## src/rtl/sereep_pkg.sv

```systemverilog
package sereep_pkg;
  localparam int OPC_W = 4;
  localparam logic [3:0] START_PAT = 4'b1010;
  localparam logic [OPC_W-1:0] OPC_READ  = 4'b1000;
  localparam logic [OPC_W-1:0] OPC_WRITE = 4'b0100;
  localparam logic [OPC_W-1:0] OPC_WREN  = 4'b0011;
  localparam logic [OPC_W-1:0] OPC_WRDIS = 4'b0000;
  localparam logic [OPC_W-1:0] OPC_WRALL = 4'b0001;

  typedef enum logic [2:0] {
    ST_IDLE, ST_HUNT, ST_OPC, ST_ADDR, ST_DATA, ST_RD, ST_DONE
  } frame_st_e;
endpackage

```

## src/rtl/sereep_sync.sv

```systemverilog
module sereep_sync #(
  parameter int W = 4,
  parameter int STAGES = 2,
  parameter logic [W-1:0] RST_VAL = '0
) (
  input  logic         clk,
  input  logic         rst_n,
  input  logic [W-1:0] d_in,
  output logic [W-1:0] d_out
);
  logic [W-1:0] pipe_q [STAGES];

  always_ff @(posedge clk or negedge rst_n) begin
    if (!rst_n) pipe_q[0] <= RST_VAL;
    else        pipe_q[0] <= d_in;
  end

  for (genvar g = 1; g < STAGES; g++) begin : g_stage
    always_ff @(posedge clk or negedge rst_n) begin
      if (!rst_n) pipe_q[g] <= RST_VAL;
      else        pipe_q[g] <= pipe_q[g-1];
    end
  end

  assign d_out = pipe_q[STAGES-1];
endmodule

```

## src/rtl/sereep_frame.sv

```systemverilog
module sereep_frame
  import sereep_pkg::*;
#(
  parameter int AW = 8,
  parameter int DW = 16
) (
  input  logic          clk,
  input  logic          rst_n,
  input  logic          sel,
  input  logic          sk_rise,
  input  logic          sk_fall,
  input  logic          di_s,
  input  logic          abort_s,
  input  logic          busy,
  input  logic          pend_free,
  input  logic [DW-1:0] rd_word,
  output logic [AW-1:0] word_addr,
  output logic [DW-1:0] word_data,
  output logic          fire,
  output logic          fire_all,
  output logic          do_out,
  output logic          do_oe,
  output logic          wen_q,
  output logic          abort_seen_q
);
  localparam int CW = $clog2(DW + 1);

  frame_st_e        state_q;
  logic [3:0]       hunt_q;
  logic [OPC_W-1:0] op_q;
  logic [CW-1:0]    cnt_q;
  logic [AW-1:0]    addr_q;
  logic [DW-1:0]    data_q;
  logic [DW-1:0]    sh_q;
  logic             rd_oe_q;
  logic             stat_q;
  logic [3:0]       hunt_nx;
  logic             abort_any;

  always_comb begin
    hunt_nx   = {hunt_q[2:0], di_s};
    abort_any = abort_seen_q | abort_s;
  end

  always_ff @(posedge clk or negedge rst_n) begin
    if (!rst_n) begin
      state_q      <= ST_IDLE;
      hunt_q       <= '0;
      op_q         <= '0;
      cnt_q        <= '0;
      addr_q       <= '0;
      data_q       <= '0;
      sh_q         <= '0;
      rd_oe_q      <= 1'b0;
      stat_q       <= 1'b0;
      wen_q        <= 1'b0;
      abort_seen_q <= 1'b0;
      fire         <= 1'b0;
      fire_all     <= 1'b0;
    end else begin
      fire <= 1'b0;
      if (!sel) begin
        state_q <= ST_IDLE;
        rd_oe_q <= 1'b0;
        stat_q  <= 1'b0;
      end else begin
        if (abort_s) abort_seen_q <= 1'b1;
        unique case (state_q)
          ST_IDLE: begin
            state_q      <= ST_HUNT;
            hunt_q       <= '0;
            stat_q       <= busy;
            abort_seen_q <= abort_s;
          end
          ST_HUNT: if (sk_rise) begin
            hunt_q <= hunt_nx;
            if (di_s) stat_q <= 1'b0;
            if (hunt_nx == START_PAT) begin
              state_q <= ST_OPC;
              cnt_q   <= '0;
            end
          end
          ST_OPC: if (sk_rise) begin
            op_q <= {op_q[OPC_W-2:0], di_s};
            if (cnt_q == CW'(OPC_W - 1)) begin
              state_q <= ST_ADDR;
              cnt_q   <= '0;
            end else cnt_q <= cnt_q + 1'b1;
          end
          ST_ADDR: if (sk_rise) begin
            addr_q <= {addr_q[AW-2:0], di_s};
            if (cnt_q == CW'(AW - 1)) begin
              cnt_q <= '0;
              unique case (op_q)
                OPC_READ:  state_q <= ST_RD;
                OPC_WREN:  begin wen_q <= 1'b1; state_q <= ST_DONE; end
                OPC_WRDIS: begin wen_q <= 1'b0; state_q <= ST_DONE; end
                OPC_WRITE, OPC_WRALL:
                  state_q <= (wen_q && !abort_any) ? ST_DATA : ST_DONE;
                default:   state_q <= ST_DONE;
              endcase
            end else cnt_q <= cnt_q + 1'b1;
          end
          ST_DATA: begin
            if (abort_s) state_q <= ST_DONE;
            else if (sk_rise) begin
              data_q <= {data_q[DW-2:0], di_s};
              if (cnt_q == CW'(DW - 1)) begin
                fire     <= pend_free;
                fire_all <= (op_q == OPC_WRALL);
                state_q  <= ST_DONE;
              end else cnt_q <= cnt_q + 1'b1;
            end
          end
          ST_RD: if (sk_fall) begin
            if (cnt_q == '0) begin
              sh_q    <= rd_word;
              rd_oe_q <= 1'b1;
              cnt_q   <= CW'(1);
            end else if (cnt_q == CW'(DW)) begin
              rd_oe_q <= 1'b0;
              state_q <= ST_DONE;
            end else begin
              sh_q  <= {sh_q[DW-2:0], 1'b0};
              cnt_q <= cnt_q + 1'b1;
            end
          end
          default: ;
        endcase
      end
    end
  end

  assign word_addr = addr_q;
  assign word_data = data_q;
  assign do_oe     = rd_oe_q | stat_q;
  assign do_out    = rd_oe_q ? sh_q[DW-1] : ~busy;
endmodule

```

## src/rtl/sereep_req.sv

```systemverilog
module sereep_req #(
  parameter int AW = 8,
  parameter int DW = 16
) (
  input  logic          clk,
  input  logic          rst_n,
  input  logic          fire,
  input  logic          fire_all,
  input  logic [AW-1:0] in_addr,
  input  logic [DW-1:0] in_data,
  input  logic          ready,
  output logic          valid,
  output logic [AW-1:0] out_addr,
  output logic [DW-1:0] out_data,
  output logic          out_all,
  output logic          commit
);
  always_ff @(posedge clk or negedge rst_n) begin
    if (!rst_n) begin
      valid    <= 1'b0;
      out_addr <= '0;
      out_data <= '0;
      out_all  <= 1'b0;
    end else begin
      if (valid && ready) valid <= 1'b0;
      if (fire && !valid) begin
        valid    <= 1'b1;
        out_addr <= in_addr;
        out_data <= in_data;
        out_all  <= fire_all;
      end
    end
  end

  assign commit = valid & ready;
endmodule

```

## src/rtl/sereep_store.sv

```systemverilog
module sereep_store #(
  parameter int AW = 8,
  parameter int DW = 16
) (
  input  logic          clk,
  input  logic          we,
  input  logic          we_all,
  input  logic [AW-1:0] waddr,
  input  logic [DW-1:0] wdata,
  input  logic [AW-1:0] raddr,
  output logic [DW-1:0] rdata
);
  localparam int DEPTH = 1 << AW;

  logic [DW-1:0] mem_q [DEPTH];

  always_ff @(posedge clk) begin
    for (int i = 0; i < DEPTH; i++) begin
      if (we && (we_all || waddr == AW'(i))) mem_q[i] <= wdata;
    end
  end

  assign rdata = mem_q[raddr];
endmodule

```

## src/rtl/sereep_slave.sv

```systemverilog
module sereep_slave #(
  parameter int AW = 8,
  parameter int DW = 16,
  parameter int SYNC_STAGES = 2
) (
  input  logic          clk,
  input  logic          rst_n,
  input  logic          cs_n,
  input  logic          sk,
  input  logic          di,
  input  logic          wr_abort,
  output logic          do_out,
  output logic          do_oe,
  input  logic          prog_busy,
  output logic          prog_valid,
  input  logic          prog_ready,
  output logic [AW-1:0] prog_addr,
  output logic [DW-1:0] prog_data,
  output logic          prog_all
);
  logic [3:0]    pins_s;
  logic          cs_s, sk_s, di_s, abort_s;
  logic          sk_d;
  logic          sk_rise, sk_fall;
  logic [AW-1:0] f_addr;
  logic [DW-1:0] f_data;
  logic          f_fire, f_all;
  logic [DW-1:0] rd_word;
  logic          commit;
  logic          frame_wen, frame_abort;

  sereep_sync #(.W(4), .STAGES(SYNC_STAGES), .RST_VAL(4'b1000)) u_sync (
    .clk(clk), .rst_n(rst_n),
    .d_in({cs_n, sk, di, wr_abort}), .d_out(pins_s)
  );
  assign {cs_s, sk_s, di_s, abort_s} = pins_s;

  always_ff @(posedge clk or negedge rst_n) begin
    if (!rst_n) sk_d <= 1'b0;
    else        sk_d <= sk_s;
  end
  assign sk_rise = sk_s & ~sk_d;
  assign sk_fall = ~sk_s & sk_d;

  sereep_frame #(.AW(AW), .DW(DW)) u_frame (
    .clk(clk), .rst_n(rst_n), .sel(~cs_s), .sk_rise(sk_rise), .sk_fall(sk_fall),
    .di_s(di_s), .abort_s(abort_s), .busy(prog_busy), .pend_free(~prog_valid),
    .rd_word(rd_word), .word_addr(f_addr), .word_data(f_data),
    .fire(f_fire), .fire_all(f_all), .do_out(do_out), .do_oe(do_oe),
    .wen_q(frame_wen), .abort_seen_q(frame_abort)
  );

  sereep_req #(.AW(AW), .DW(DW)) u_req (
    .clk(clk), .rst_n(rst_n), .fire(f_fire), .fire_all(f_all),
    .in_addr(f_addr), .in_data(f_data), .ready(prog_ready),
    .valid(prog_valid), .out_addr(prog_addr), .out_data(prog_data),
    .out_all(prog_all), .commit(commit)
  );

  sereep_store #(.AW(AW), .DW(DW)) u_store (
    .clk(clk), .we(commit), .we_all(prog_all), .waddr(prog_addr),
    .wdata(prog_data), .raddr(f_addr), .rdata(rd_word)
  );
endmodule

```

## config.mk

```make
export PLATFORM = sky130hd
export DESIGN_NAME = sereep_slave
export DESIGN_NICKNAME = d
export VERILOG_FILES = /design/src/rtl/sereep_pkg.sv /design/src/rtl/sereep_sync.sv /design/src/rtl/sereep_frame.sv /design/src/rtl/sereep_req.sv /design/src/rtl/sereep_store.sv /design/src/rtl/sereep_slave.sv
export SDC_FILE = /design/constraint.sdc
export NUM_CORES = 2
export LEC_CHECK = 0
export BUFFER_PORTS_ARGS = -buffer_cell sky130_fd_sc_hd__buf_2
export CORE_AREA = 3 3 688 690
export CTS_CLUSTER_SIZE = 20
export DETAILED_ROUTE_END_ITERATION = 12
export DIE_AREA = 0 0 691 693
export PLACE_DENSITY = 0.45
export SLEW_MARGIN = 0
export SYNTH_ARGS = -nofsm -noshare
export SYNTH_HDL_FRONTEND = slang
export SYNTH_SLANG_ARGS = --single-unit
```

## constraint.sdc

```tcl
create_clock -name clk -period 4.99 [get_ports clk]
set_clock_uncertainty 0.15 [all_clocks]
set_input_delay 0.499 -clock clk [delete_from_list [all_inputs] [get_ports clk]]
set_output_delay 0.499 -clock clk [all_outputs]
set_load 0.02 [all_outputs]
```

==> results.sh <==
export IMPL_outcome="completed"
export IMPL_hp_class="in -> reg"
export IMPL_cts_tree="done"
export IMPL_most_common_layout_cells="edfxtp_1 (4096), mux4_2 (1050), buf_4 (534), clkbuf_16 (453), a21oi_1 (326)"
export IMPL_ios=36
export IMPL_grt_pass1_vias=83667
export IMPL_grt_max_degree=151
export IMPL_slowest_delay_ps=970
export IMPL_cp_slowest_cell="a2111oi_1"
export IMPL_max_freq_mhz=208
export IMPL_cp_max_fo=39
export IMPL_ir_worst_vdd_v=0.000316
export IMPL_grt_pass1_wl_mm=694
export IMPL_antenna_found_initial=39
export IMPL_setup_viol=0
export IMPL_yosys_area_top_type="edfxtp_1"
export IMPL_r2r_start="u_frame.word_addr[1]"
export IMPL_arrival_ps=5560
export IMPL_ant_nets=0
export IMPL_hp_start="prog_ready"
export IMPL_yosysSeqAreaShare_pct=76.8
export IMPL_synth_ff_type="edfxtp_1"
export IMPL_synth_async_reset_ratio_pct=2.29
export IMPL_die_area_um2=479000
export IMPL_synth_edff_count=4096
export IMPL_dp_hpwl_mm=302
export IMPL_netlist_instances=7618
export IMPL_drt_iter0_drc=8779
export IMPL_cts_sinks=4192
export IMPL_avgSynthCellArea_um2=21.4
export IMPL_fin_crit_ps=4810
export IMPL_port_buffers=35
export IMPL_crit_chain="buf_12 > buf_4 > mux4_2 > nand2_1 > a21oi_1 > a2111oi_1 > o21ai_0 > o2111ai_1 > o31ai_1"
export IMPL_synthDominantCellAreaShare_pct=75.3
export IMPL_synthesis_nets=7631
export IMPL_final_common_cell="edfxtp_1"
export IMPL_period_share_pct=96.4
export IMPL_min_to="u_req.valid"
export IMPL_worst_r2r_setup_slack_ps=180
export IMPL_via_count=81777
export IMPL_clock_latency_ps=1010
export IMPL_wl_per_cell_um=33.8
export IMPL_holdPathStages=3
export IMPL_syn_to_final_growth_pct=15.7
export IMPL_ys_types=74
export IMPL_path_class="reg -> reg"
export IMPL_cts_resized=0
export IMPL_ys_top_cells_by_area="edfxtp_1 (75%), mux4_2 (14%), dfrtp_1 (1.4%), a21oi_1 (1.0%), mux2i_1 (0.85%)"
export IMPL_reg2reg_to="u_frame.sh_q[3]"
export IMPL_r2r_cells=9
export IMPL_dieWidth_um=691
export IMPL_drive_gt1_share_pct=30.3
export IMPL_h_tree_depth=5
export IMPL_hold_violations=0
export IMPL_die_height_um=693
export IMPL_overflow=0
export IMPL_totalWireLength_mm=501
export IMPL_drc=0
export IMPL_rsz0062_at_grt="false"
export IMPL_nets=8268
export IMPL_netlist_area_um2=163000
export IMPL_maxSlewHeadroom_pct=6.51
export IMPL_startpoint_type="flip-flop"
export IMPL_leakagePower_nw=66.2
export IMPL_worstMarginPinSlew_ps=1400
export IMPL_core_um2=467000
export IMPL_synth_seq_cells=4192
export IMPL_fillers=41599
export IMPL_critPathCaptureType="flip-flop"
export IMPL_numCtsBuffers=449
export IMPL_cts_max_path_buffers=4
export IMPL_multi_input_area_um2=35400
export IMPL_initial_core_util_pct=35.0
export IMPL_drt_first_pass_iters=5
export IMPL_clockRootBuffer="clkbuf_16"
export IMPL_clk_transition_reported_paths_ps=60
export IMPL_utilization_pct=40.5
export IMPL_setup_tns_ps=0
export IMPL_final_max_slew_viol_count=0
export IMPL_seqCellArea_um2=125000
export IMPL_drv_cap=0
export IMPL_via_per_inst=5.51
export IMPL_cp_required_ps=5740
export IMPL_yosys_warnings=0
export IMPL_gp_congestion=0.826
export IMPL_grt_usage_pct=20.6
export IMPL_num_rows=251
export IMPL_power_density_nw_per_um2=402
## power by group
| group | switching, mW | leakage [nW] | internal (mW) |
|---|---|---|---|
| clock network | 14.0 | 7.03 | 18.9 |
| logic | 2.77 | 12.6 | 2.14 |
| registers | 0.145 | 46.5 | 38.1 |
## flip-flops by register name (all words and copies together) (netlist names), 5 cells and up
register	flops
u_frame.word_addr	8
u_frame.sh_q	16
u_frame.cnt_q	5
u_frame.word_data	16
u_req.out_data	16
u_store.mem_q	4096
u_req.out_addr	8
## how the worst max path moves through the flow
| stage | cells after the start | slack [ps] | to | from |
|---|---|---|---|---|
| 6_report | 9 | 180 | u_frame.sh_q[3] | u_frame.word_addr[1] |
| 5_1_grt | 10 | 240 | u_frame.sh_q[3] | u_frame.word_addr[2] |
| 4_1_cts | 9 | 440 | u_frame.sh_q[3] | u_frame.word_addr[1] |
| 3_5_place_dp | 9 | 400 | u_frame.sh_q[3] | u_frame.word_addr[1] |
| 3_3_place_gp | 9 | 270 | u_frame.sh_q[6] | u_frame.word_addr[0] |
| 2_1_floorplan | 0 | 710 | u_store.mem_q[0][0] | u_req.out_data[0] |
## final cells by class
cell class              count  share of cell area [%]
flip-flops and latches   4192                    66.4
multi-input cells        2936                    18.7
clock buffers             572                    6.35
well taps                6198                    4.10
repair buffers            657                    3.08
clock inverters           249                    1.31
inverters                  19                  0.0490
diodes                     12                  0.0159
## per-stage QoR
| step | std cells | instance area [µm²] | total power, mW | hold slack [ps] | setup WS, ps |
|---|---|---|---|---|---|
| floorplan | 7618 | 163000 | 43.0 | 53.4 | 714 |
| global placement | 13987 | 174000 | 44.1 | 194 | 269 |
| detailed placement | 13988 | 174000 | 44.1 | 196 | 396 |
| CTS | 14822 | 189000 | 77.1 | 12.9 | 443 |
| global route | 14824 | 189000 | 78.7 | 90.1 | 239 |
| finish | 14835 | 189000 | 76.1 | 119 | 181 |
## what timing repair did
action / CTS / global route
buffers inserted: 0 / 0
hold endpoints to repair: 102 / 0
hold buffers: 13 / 0
endpoints found under the setup margin: 0 / 0
## Yosys cell counts, types with 25 or more instances
master and n:
nand3_1 87, mux4_2 1050, mux2i_1 139, o22ai_1 143, a211oi_1 33, o21ai_0 48
nor3_1 40, mux2_2 45, buf_4 114, o221ai_1 30, edfxtp_1 4096, a22oi_1 28
clkbuf_1 136, buf_6 92, and3_1 37, buf_2 94, dfrtp_1 94, nor2b_1 25
nand2_1 317, nor2_1 336, a21oi_1 326
## critical path, delay by kind of cell (launching register included)
kind	cells	cell delay [ps]
multiplexers	1	360
AO/OA/AOI/OAI	5	2390
buffers and inverters	2	760
flip-flops	1	880
AND/OR/NAND/NOR	1	90
## logic make-up (layout without fill, tap and decap cells)
group	Yosys count	count (layout)	synth area share, %
mux	1247	1247	15.9
simple gates	937	937	2.52
fa+ha+maj	5	5	0.0383
compound gates	746	746	2.82
xor+xnor	1	1	0.00536
buf+inv	490	1497	1.98
other cells	0	12	0
flops	4192	4192	76.8
## layer usage
| layer | global-route usage [%] | wire (µm) |
|---|---|---|
| met1 | 29.2 | 218000 |
| met2 | 33.3 | 240000 |
| met3 | 3.32 | 29900 |
| met4 | 5.23 | 13600 |
| met5 | 0 | 10 |
No activity file was read; power rests on OpenSTA's default activity.
